$ cat config.mk
export PLATFORM = sky130hd
export DESIGN_NAME = result_alias_mem
export DESIGN_NICKNAME = d
export VERILOG_FILES = /design/src/rtl/rmem_pkg.sv /design/src/rtl/rmem_decode.sv /design/src/rtl/rmem_array.sv /design/src/rtl/rmem_format.sv /design/src/rtl/result_alias_mem.sv
export SDC_FILE = /design/constraint.sdc
export NUM_CORES = 1
export LEC_CHECK = 0
export BUFFER_PORTS_ARGS = -buffer_cell sky130_fd_sc_hd__buf_2
export CORE_MARGIN = 2
export CORE_UTILIZATION = 45
export CTS_BUF_LIST = sky130_fd_sc_hd__clkbuf_8
export DETAILED_ROUTE_END_ITERATION = 16
export HOLD_SLACK_MARGIN = 0.02
export SYNTH_ARGS = -nofsm -noshare
export SYNTH_HDL_FRONTEND = slang
export SYNTH_SLANG_ARGS = --single-unit
$ cat constraint.sdc
create_clock -name clk -period 3.25 [get_ports clk]
set_input_delay 0.65 -clock clk [delete_from_list [all_inputs] [get_ports clk]]
set_output_delay 0.65 -clock clk [all_outputs]
set_load 0.005 [all_outputs]
$ cat src/rtl/rmem_pkg.sv
package rmem_pkg;
    localparam int ENTRIES = 64;
    localparam int DATA_W  = 10;
    localparam int BUS_W   = 16;
    localparam int IDX_W   = $clog2(ENTRIES);
    localparam int VIEW_W  = 2;
    localparam int ADDR_W  = IDX_W + VIEW_W;
    localparam int PAD_W   = BUS_W - DATA_W;

    typedef enum logic [VIEW_W-1:0] {
        VIEW_RJ  = 2'b00,
        VIEW_LJS = 2'b01,
        VIEW_LJU = 2'b10,
        VIEW_RSV = 2'b11
    } view_e;

    typedef logic [DATA_W-1:0] entry_t;
    typedef logic [IDX_W-1:0]  idx_t;

    typedef struct packed {
        view_e view;
        idx_t  idx;
    } host_loc_t;

    typedef struct packed {
        view_e  view;
        entry_t data;
    } rd_token_t;

    function automatic logic [BUS_W-1:0] steer(input view_e v, input entry_t d);
        logic [BUS_W-1:0] w;
        w = '0;
        case (v)
            VIEW_RJ:  w[DATA_W-1:0] = d;
            VIEW_LJU: w[BUS_W-1 -: DATA_W] = d;
            VIEW_LJS: begin
                w[BUS_W-1 -: DATA_W] = d;
                w[BUS_W-1] = ~d[DATA_W-1];
            end
            default:  w = '0;
        endcase
        return w;
    endfunction
endpackage

$ cat src/rtl/rmem_decode.sv
module rmem_decode
    import rmem_pkg::*;
(
    input  logic [ADDR_W-1:0] addr,
    output host_loc_t         loc
);
    always_comb begin
        loc.view = view_e'(addr[ADDR_W-1 -: VIEW_W]);
        loc.idx  = addr[IDX_W-1:0];
    end
endmodule

$ cat src/rtl/rmem_array.sv
module rmem_array
    import rmem_pkg::*;
(
    input  logic      clk,
    input  logic      rst,
    input  logic      cv_we,
    input  idx_t      cv_idx,
    input  entry_t    cv_d,
    input  logic      h_we,
    input  host_loc_t h_loc,
    input  entry_t    h_d,
    input  logic      h_re,
    output rd_token_t rd_tok,
    output logic      rd_vld
);
    entry_t mem [ENTRIES];
    logic   h_commit;

    // Host write lands only outside the reserved window and when the converter
    // is not writing the same entry in this cycle.
    always_comb begin
        h_commit = h_we && (h_loc.view != VIEW_RSV) && !(cv_we && (cv_idx == h_loc.idx));
    end

    always_ff @(posedge clk) begin
        if (rst) begin
            for (int i = 0; i < ENTRIES; i++) mem[i] <= '0;
        end else begin
            if (h_commit) mem[h_loc.idx] <= h_d;
            if (cv_we)    mem[cv_idx]    <= cv_d;
        end
    end

    always_ff @(posedge clk) begin
        if (rst) begin
            rd_vld      <= 1'b0;
            rd_tok.view <= VIEW_RJ;
            rd_tok.data <= '0;
        end else begin
            rd_vld <= h_re;
            if (h_re) begin
                rd_tok.view <= h_loc.view;
                rd_tok.data <= mem[h_loc.idx];
            end
        end
    end

    p_conv_wins_r9: assert property (@(posedge clk) disable iff (rst)
        (cv_we && h_we && cv_idx == h_loc.idx) |=> (mem[$past(cv_idx)] == $past(cv_d)));
    p_rsv_write_ignored_r8: assert property (@(posedge clk) disable iff (rst)
        (h_we && h_loc.view == VIEW_RSV && !(cv_we && cv_idx == h_loc.idx))
            |=> (mem[$past(h_loc.idx)] == $past(mem[h_loc.idx])));
    p_rd_latency_r10: assert property (@(posedge clk) disable iff (rst)
        h_re |=> rd_vld);
    p_no_spurious_vld_r10: assert property (@(posedge clk) disable iff (rst)
        !h_re |=> !rd_vld);
endmodule

$ cat src/rtl/rmem_format.sv
module rmem_format
    import rmem_pkg::*;
(
    input  logic             clk,
    input  logic             rst,
    input  rd_token_t        tok,
    input  logic             vld,
    output logic [BUS_W-1:0] bus
);
    always_comb begin
        bus = steer(tok.view, tok.data);
    end

    p_rj_pad_zero_r3: assert property (@(posedge clk) disable iff (rst)
        (vld && tok.view == VIEW_RJ) |-> (bus[BUS_W-1:DATA_W] == '0));
    p_ljs_sign_r4: assert property (@(posedge clk) disable iff (rst)
        (vld && tok.view == VIEW_LJS) |-> (bus[BUS_W-1] != tok.data[DATA_W-1] && bus[PAD_W-1:0] == '0));
    p_lju_pad_zero_r5: assert property (@(posedge clk) disable iff (rst)
        (vld && tok.view == VIEW_LJU) |-> (bus[PAD_W-1:0] == '0));
    p_rsv_zero_r6: assert property (@(posedge clk) disable iff (rst)
        (vld && tok.view == VIEW_RSV) |-> (bus == '0));
endmodule

$ cat src/rtl/result_alias_mem.sv
module result_alias_mem
    import rmem_pkg::*;
(
    input  logic              clk,
    input  logic              rst,
    input  logic              cv_wr_en,
    input  logic [IDX_W-1:0]  cv_slot,
    input  logic [DATA_W-1:0] cv_data,
    input  logic              host_rd_en,
    input  logic              host_wr_en,
    input  logic [ADDR_W-1:0] host_addr,
    input  logic [BUS_W-1:0]  host_wdata,
    output logic [BUS_W-1:0]  host_rdata,
    output logic              host_rvalid
);
    host_loc_t loc;
    rd_token_t tok;
    logic      vld;

    rmem_decode u_dec (
        .addr (host_addr),
        .loc  (loc)
    );

    rmem_array u_arr (
        .clk    (clk),
        .rst    (rst),
        .cv_we  (cv_wr_en),
        .cv_idx (cv_slot),
        .cv_d   (cv_data),
        .h_we   (host_wr_en),
        .h_loc  (loc),
        .h_d    (host_wdata[DATA_W-1:0]),
        .h_re   (host_rd_en),
        .rd_tok (tok),
        .rd_vld (vld)
    );

    rmem_format u_fmt (
        .clk (clk),
        .rst (rst),
        .tok (tok),
        .vld (vld),
        .bus (host_rdata)
    );

    assign host_rvalid = vld;
endmodule

==> impl_metrics.ini, run 1 <==
[status]
status = complete, no violations

[clock_network]
root_buffer = clkbuf_8
cts-resized-gates = 0
insertion_delay_ns = 0.77
cts_tree = built
clkTransAtPathRegs_ns = 0.06
postCtsSetupBuffers = 0
numCtsBuffers = 110
cts.sinks = 653
ctsHtreeMaxLevel = 3
cts_buffer_depth = 3
hold_buffers = 0

[route]
via_per_inst = 7.07
drtIter0Drc = 4016
drc = 0
drt_wl_total_mm = 124
ant_nets = 0
firstDrtPassIters = 6
wl_per_cell_um = 34.1
via_count = 25700

[setup_path]
cp-end-kind = output port
worstSetupPathType = flip-flop to output port
worstPathArrival_ns = 2.41
slowest_delay_ns = 0.48
required_ns = 2.60
path_cells = inv_1 > ha_1 > a22oi_1 > nor2_1 > buf_2
cpMaxStageDelayCell = ha_1
worstPathMaxFanout = 5
cp-start-kind = flip-flop

[global_route]
grt_pass1_vias = 24500
grt_pass1_wl_mm = 176
antenna_found_initial = 4
grtUsageTotal = 0.314
grt_max_degree = 67
grt_overflow = 0

[place]
gp_congestion = 0.976
post_dp_cell_area_um2 = 36000
io_buffers = 55
dp_hpwl_mm = 78.2
pre_cts_ws_ns = 0.0211

[logic_synthesis]
ys_seq_area_frac = 0.576
syn_inst = 2524
synthFlopType = edfxtp_1
synth_edf_count = 640
synth_warnings = 0
syn-cell-area_um2 = 33800
async_flop_share = 0
ys_ff_latch = 653
syn_area_per_cell_um2 = 13.4
synth_cell_types = 70
syn-num-nets = 2573

[timing]
hold_viol_final = 0
rsz0062_at_grt = no
setup_viol = 0
post-route-min-period_ns = 3.06
slew-limit-headroom = 0.242
tightest_slew_ns = 1.14
setup_tns_ns = 0
finalClockSkew_ns = 0.0317
finalCritPeriodShare = 0.942
slew_violations = 0
max_freq_mhz = 327
finalWorstSetupSlack_ns = 0.190
whs_ns = 0.203

[die]
core_region_area_um2 = 74400
ios = 62
die_w_um = 278
initial_core_util = 0.454
die_area_um2 = 77400
rows = 100
dieHeight_um = 278

[flow_run]
maxCapViolations = 0

[power_and_ir_drop]
p_per_area_nw_per_um2 = 504
p_total_w = 0.0192
p_leak_nw = 13.4
irDropWorstVdd_mv = 0.276

[hold_path]
hold_class = input pin to flip-flop

[finish]
area_growth_pct = 12.6
nNetsFinal = 2620
fin_area_um2 = 38100
layout-drive-gt1-share = 0.258
critical path, delay by kind of cell (launching register included):
family | cells | cell delay (ns)
simple gates | 1 | 0.36
flops | 1 | 0.40
compound gates | 1 | 0.14
buf+inv | 2 | 0.27
fa+ha+maj | 1 | 0.48
cell usage in the layout, fill, tap and decap left out, types with 7 or more instances in the layout:
master	n
a311oi_1	9
edfxtp_1	640
a22o_1	555
o2111ai_4	8
mux2_2	15
mux4_2	59
nor2_2	17
a21oi_1	46
nand2_1	50
buf_2	52
or3b_2	17
nor2b_1	7
o21ai_0	9
nor2_1	135
clkinv_1	32
and2_1	17
buf_12	38
a22o_2	86
bufinv_16	7
o22ai_1	29
inv_1	32
dfxtp_1	13
a221oi_1	86
buf_4	229
clkbuf_8	111
a31oi_1	7
mux2i_1	70
or3_1	66
nand3_1	21
a22oi_1	40
clkinv_2	20
nand3b_1	35
layout make-up:
cell class,instances,area (um^2)
fillers,6279,36300
flip-flops and latches,653,19500
multi-input cells,1476,12500
repair buffers,322,2770
clock buffers,111,1530
well taps,969,1210
clock inverters,90,586
inverters,8,30.0
diodes,4,10.0
routing by layer:
metal / track usage / vias up / wire length [um] / part of all wire
met2: 0.490 / 1951 / 56500 / 0.46
met1: 0.425 / 13000 / 46500 / 0.38
met4: 0.131 / 4 / 5390 / 0.043
met3: 0.0700 / 335 / 15400 / 0.12
li1: - / 10400 / - / -
met5: 0 / - / 58 / 0.00047
Yosys cell counts, types with 40 or more instances:
cell,instances,share of area
edfxtp_1,640,0.57
a22o_1,555,0.14
clkbuf_1,224,0.025
nor2_1,135,0.015
a221oi_1,86,0.022
a22o_2,86,0.025
buf_2,82,0.012
mux2i_1,70,0.021
or3_1,66,0.012
mux4_2,59,0.039
nand2_1,50,0.0055
a21oi_1,46,0.0068
buf_4,43,0.0095
a22oi_1,40,0.0089
worst paths after layout:
| kind | from | to | slack, ns | depth (start not counted) |
|---|---|---|---|---|
| min reg2reg | u_arr.rd_tok[0] | u_arr.rd_tok[0] | 0.51 | 2 |
| min | host_addr[6] | u_arr.rd_tok[10] | 0.20 | 3 |
| max reg2reg | u_arr.mem[48][0] | u_arr.rd_tok[0] | 1.16 | 7 |
| max | u_arr.rd_tok[10] | host_rdata[9] | 0.19 | 5 |
flip-flops by register name (all words and copies together) (netlist names):
register,flops
u_arr.rd_tok,12
u_arr.rd_vld,1
u_arr.mem,640
logic make-up (layout without fill, tap and decap cells):
kind of cell | after synthesis | in the layout | synth area share
other | 0 | 4 | 0
muxes | 144 | 144 | 0.0650
adders and majority gates | 4 | 4 | 0.00148
xor gates and xnor gates | 6 | 6 | 0.00222
buffers and inverters | 395 | 531 | 0.0552
and+or+nand+nor | 398 | 398 | 0.0633
DFF | 653 | 653 | 0.576
AOI/OAI and AO/OA | 924 | 924 | 0.237
report_power, final:
group	leakage [nW]	total [W]	switching [W]	internal (W)
logic	6.03	0.00204	0.00142	0.000624
clock network	1.19	0.00728	0.00353	0.00375
registers	6.19	0.00988	0.000183	0.00970
metrics by stage:
step,instances,util
2_1_floorplan,2524,-
3_3_place_gp,3428,0.483
3_5_place_dp,3428,0.483
4_1_cts,3629,0.512
5_1_grt,3631,0.512
6_report,3633,0.512
Note: power is estimated with default switching activity, not from simulation.
==> run 2, diff against run 1 <==
CORE_UTILIZATION = 29   (was 45)
==> run 2 against run 1 <==
  * Die area rose by 54%
  * First-iteration DRC count fell by 2.5%
  * Flip-flop and latch count did not move
  * Sequential share of layout area fell by 0.80 points
  * Cell count rose by 15%
  * Clock-buffer cell count rose by 2
  * Cell area rose by 1.6%
  * Clock skew rose by 0.032 ns
  * Critical path type unchanged
  * Largest power group unchanged
  * Highest routed layer unchanged
==> impl_metrics.ini, run 2 (synthesis gave the netlist of run 1 again) <==
[finish]
nNetsFinal = 2624
regMostFlops = u_arr.mem
utilization = 0.334
final_common_cell = edfxtp_1
largest_reg_flops = 640
top_regs = u_arr.mem (640), u_arr.rd_tok (12), u_arr.rd_vld (1)
layout_common_cells = edfxtp_1, a22o_1, buf_4, nor2_1, clkbuf_8
fin_area_um2 = 38700
area_growth_pct = 14.4
layout-drive-gt1-share = 0.258

[timing]
finalClockSkew_ns = 0.0636
finalCritPeriodShare = 0.965
tightest_slew_ns = 1.14
slew_violations = 0
rsz0062_at_grt = no
post-route-min-period_ns = 3.14
slew-limit-headroom = 0.237
max_freq_mhz = 319
setup_tns_ns = 0
hold_viol_final = 0
finalWorstSetupSlack_ns = 0.112
setup_viol = 0

[clock_network]
clkTransAtPathRegs_ns = 0.06
postCtsSetupBuffers = 0
cts_tree = built
insertion_delay_ns = 0.77
cts_buffer_depth = 3
numCtsBuffers = 108
ctsHtreeMaxLevel = 3
cts.sinks = 653
root_buffer = clkbuf_8

[place]
post_dp_cell_area_um2 = 36800
gp_congestion = 0.950
dp_hpwl_mm = 81.5
io_buffers = 55
pre_cts_ws_ns = 0.204

[setup_path]
worstPathArrival_ns = 2.49
worstSetupPathType = flip-flop to output port
path_cells = inv_1 > ha_2 > o21a_2 > and2_2 > buf_2
worst-path-buf-inv = 2
critical_path.top_delay_family = adder cells
cp-end-kind = output port
worstPathMaxFanout = 5
required_ns = 2.60
cp-start-kind = flip-flop
slowest_delay_ns = 0.48
cpMaxStageDelayCell = ha_2

[die]
ios = 62
initial_core_util = 0.292
die_w_um = 346
core_region_area_um2 = 116000
die_area_um2 = 119000
dieHeight_um = 346
rows = 125

[route]
via_per_inst = 6.13
ant_nets = 0
drt_wl_total_mm = 129
drc = 0
firstDrtPassIters = 6
via_count = 25600
drtIter0Drc = 3915
wl_per_cell_um = 30.8

[power_and_ir_drop]
p_per_area_nw_per_um2 = 486
p_leak_nw = 13.4
irDropWorstVdd_mv = 0.306
p_total_w = 0.0188

[global_route]
grt_max_degree = 73
antenna_found_initial = 7
grtUsageTotal = 0.208
grt_pass1_wl_mm = 182
grt_overflow = 0
grt_pass1_vias = 24200

[status]
status = complete, no violations

[flow_run]
maxCapViolations = 0

[hold_path]
hold_class = input pin to flip-flop
==> run 2: cell types whose count changed in the layout (fill, tap and decap cells not counted), moves of 2 or more <==
cell,previous run,this run
and2_1,17,15
inv_1,32,40
bufinv_16,7,2
buf_2,52,43
clkinv_2,20,9
clkbuf_8,111,113
clkinvlp_4,1,4
and2_2,0,2
clkinv_1,32,21
buf_4,229,243
diode_2,4,2
inv_6,3,0
==> run 2: area by class of cell <==
cell class,instances,area (um^2)
Clock inverter,72,382
Antenna cell,2,5.00
Sequential cell,653,19500
Inverter,8,30.0
Tap cell,1524,1910
Multi-Input combinational cell,1476,12500
Timing Repair Buffer,328,2850
Fill cell,11200,77200
Clock buffer,113,1560
==> run 2: metal layers <==
| layer | track usage | vias to the layer above | wire length (um) |
|---|---|---|---|
| li1 | - | 10400 | - |
| met1 | 0.289 | 13000 | 51500 |
| met2 | 0.301 | 1896 | 54500 |
| met3 | 0.0647 | 305 | 17300 |
| met4 | 0.0789 | 10 | 5380 |
| met5 | 0 | - | 61 |
==> run 2: path summary, 6_finish.rpt <==
| kind | startpoint | to | slack (ns) | cells after the start |
|---|---|---|---|---|
| min reg2reg | u_arr.rd_tok[6] | u_arr.rd_tok[6] | 0.51 | 2 |
| max reg2reg | u_arr.mem[43][7] | u_arr.rd_tok[7] | 1.13 | 5 |
| max | u_arr.rd_tok[11] | host_rdata[11] | 0.11 | 5 |
| min | host_addr[7] | u_arr.rd_tok[11] | 0.22 | 3 |
==> run 2: worst min-delay path, cell delays in order <==
cell and delay (ns):
buf_2 0.11, mux2i_1 0.07, nor2_1 0.07
==> run 2: repair_timing <==
item,4_1_cts,5_1_grt
cloned,0,0
resized for setup,1,4
hold buffers,0,0
setup endpoints to repair,2,3
==> run 2: metrics by stage <==
stage                     hold slack [ns]  instances
after floorplan                     0.465       2524
after CTS                           0.178       4174
after global routing                0.215       4175
final                               0.222       4176
after detailed placement            0.500       3989
after global placement              0.486       3989
==> run 2: report_power, final <==
part,total (W),internal (W),switching (W)
Sequential,0.00988,0.00970,0.000185
Combinational,0.00209,0.000620,0.00147
Clock,0.00683,0.00336,0.00347
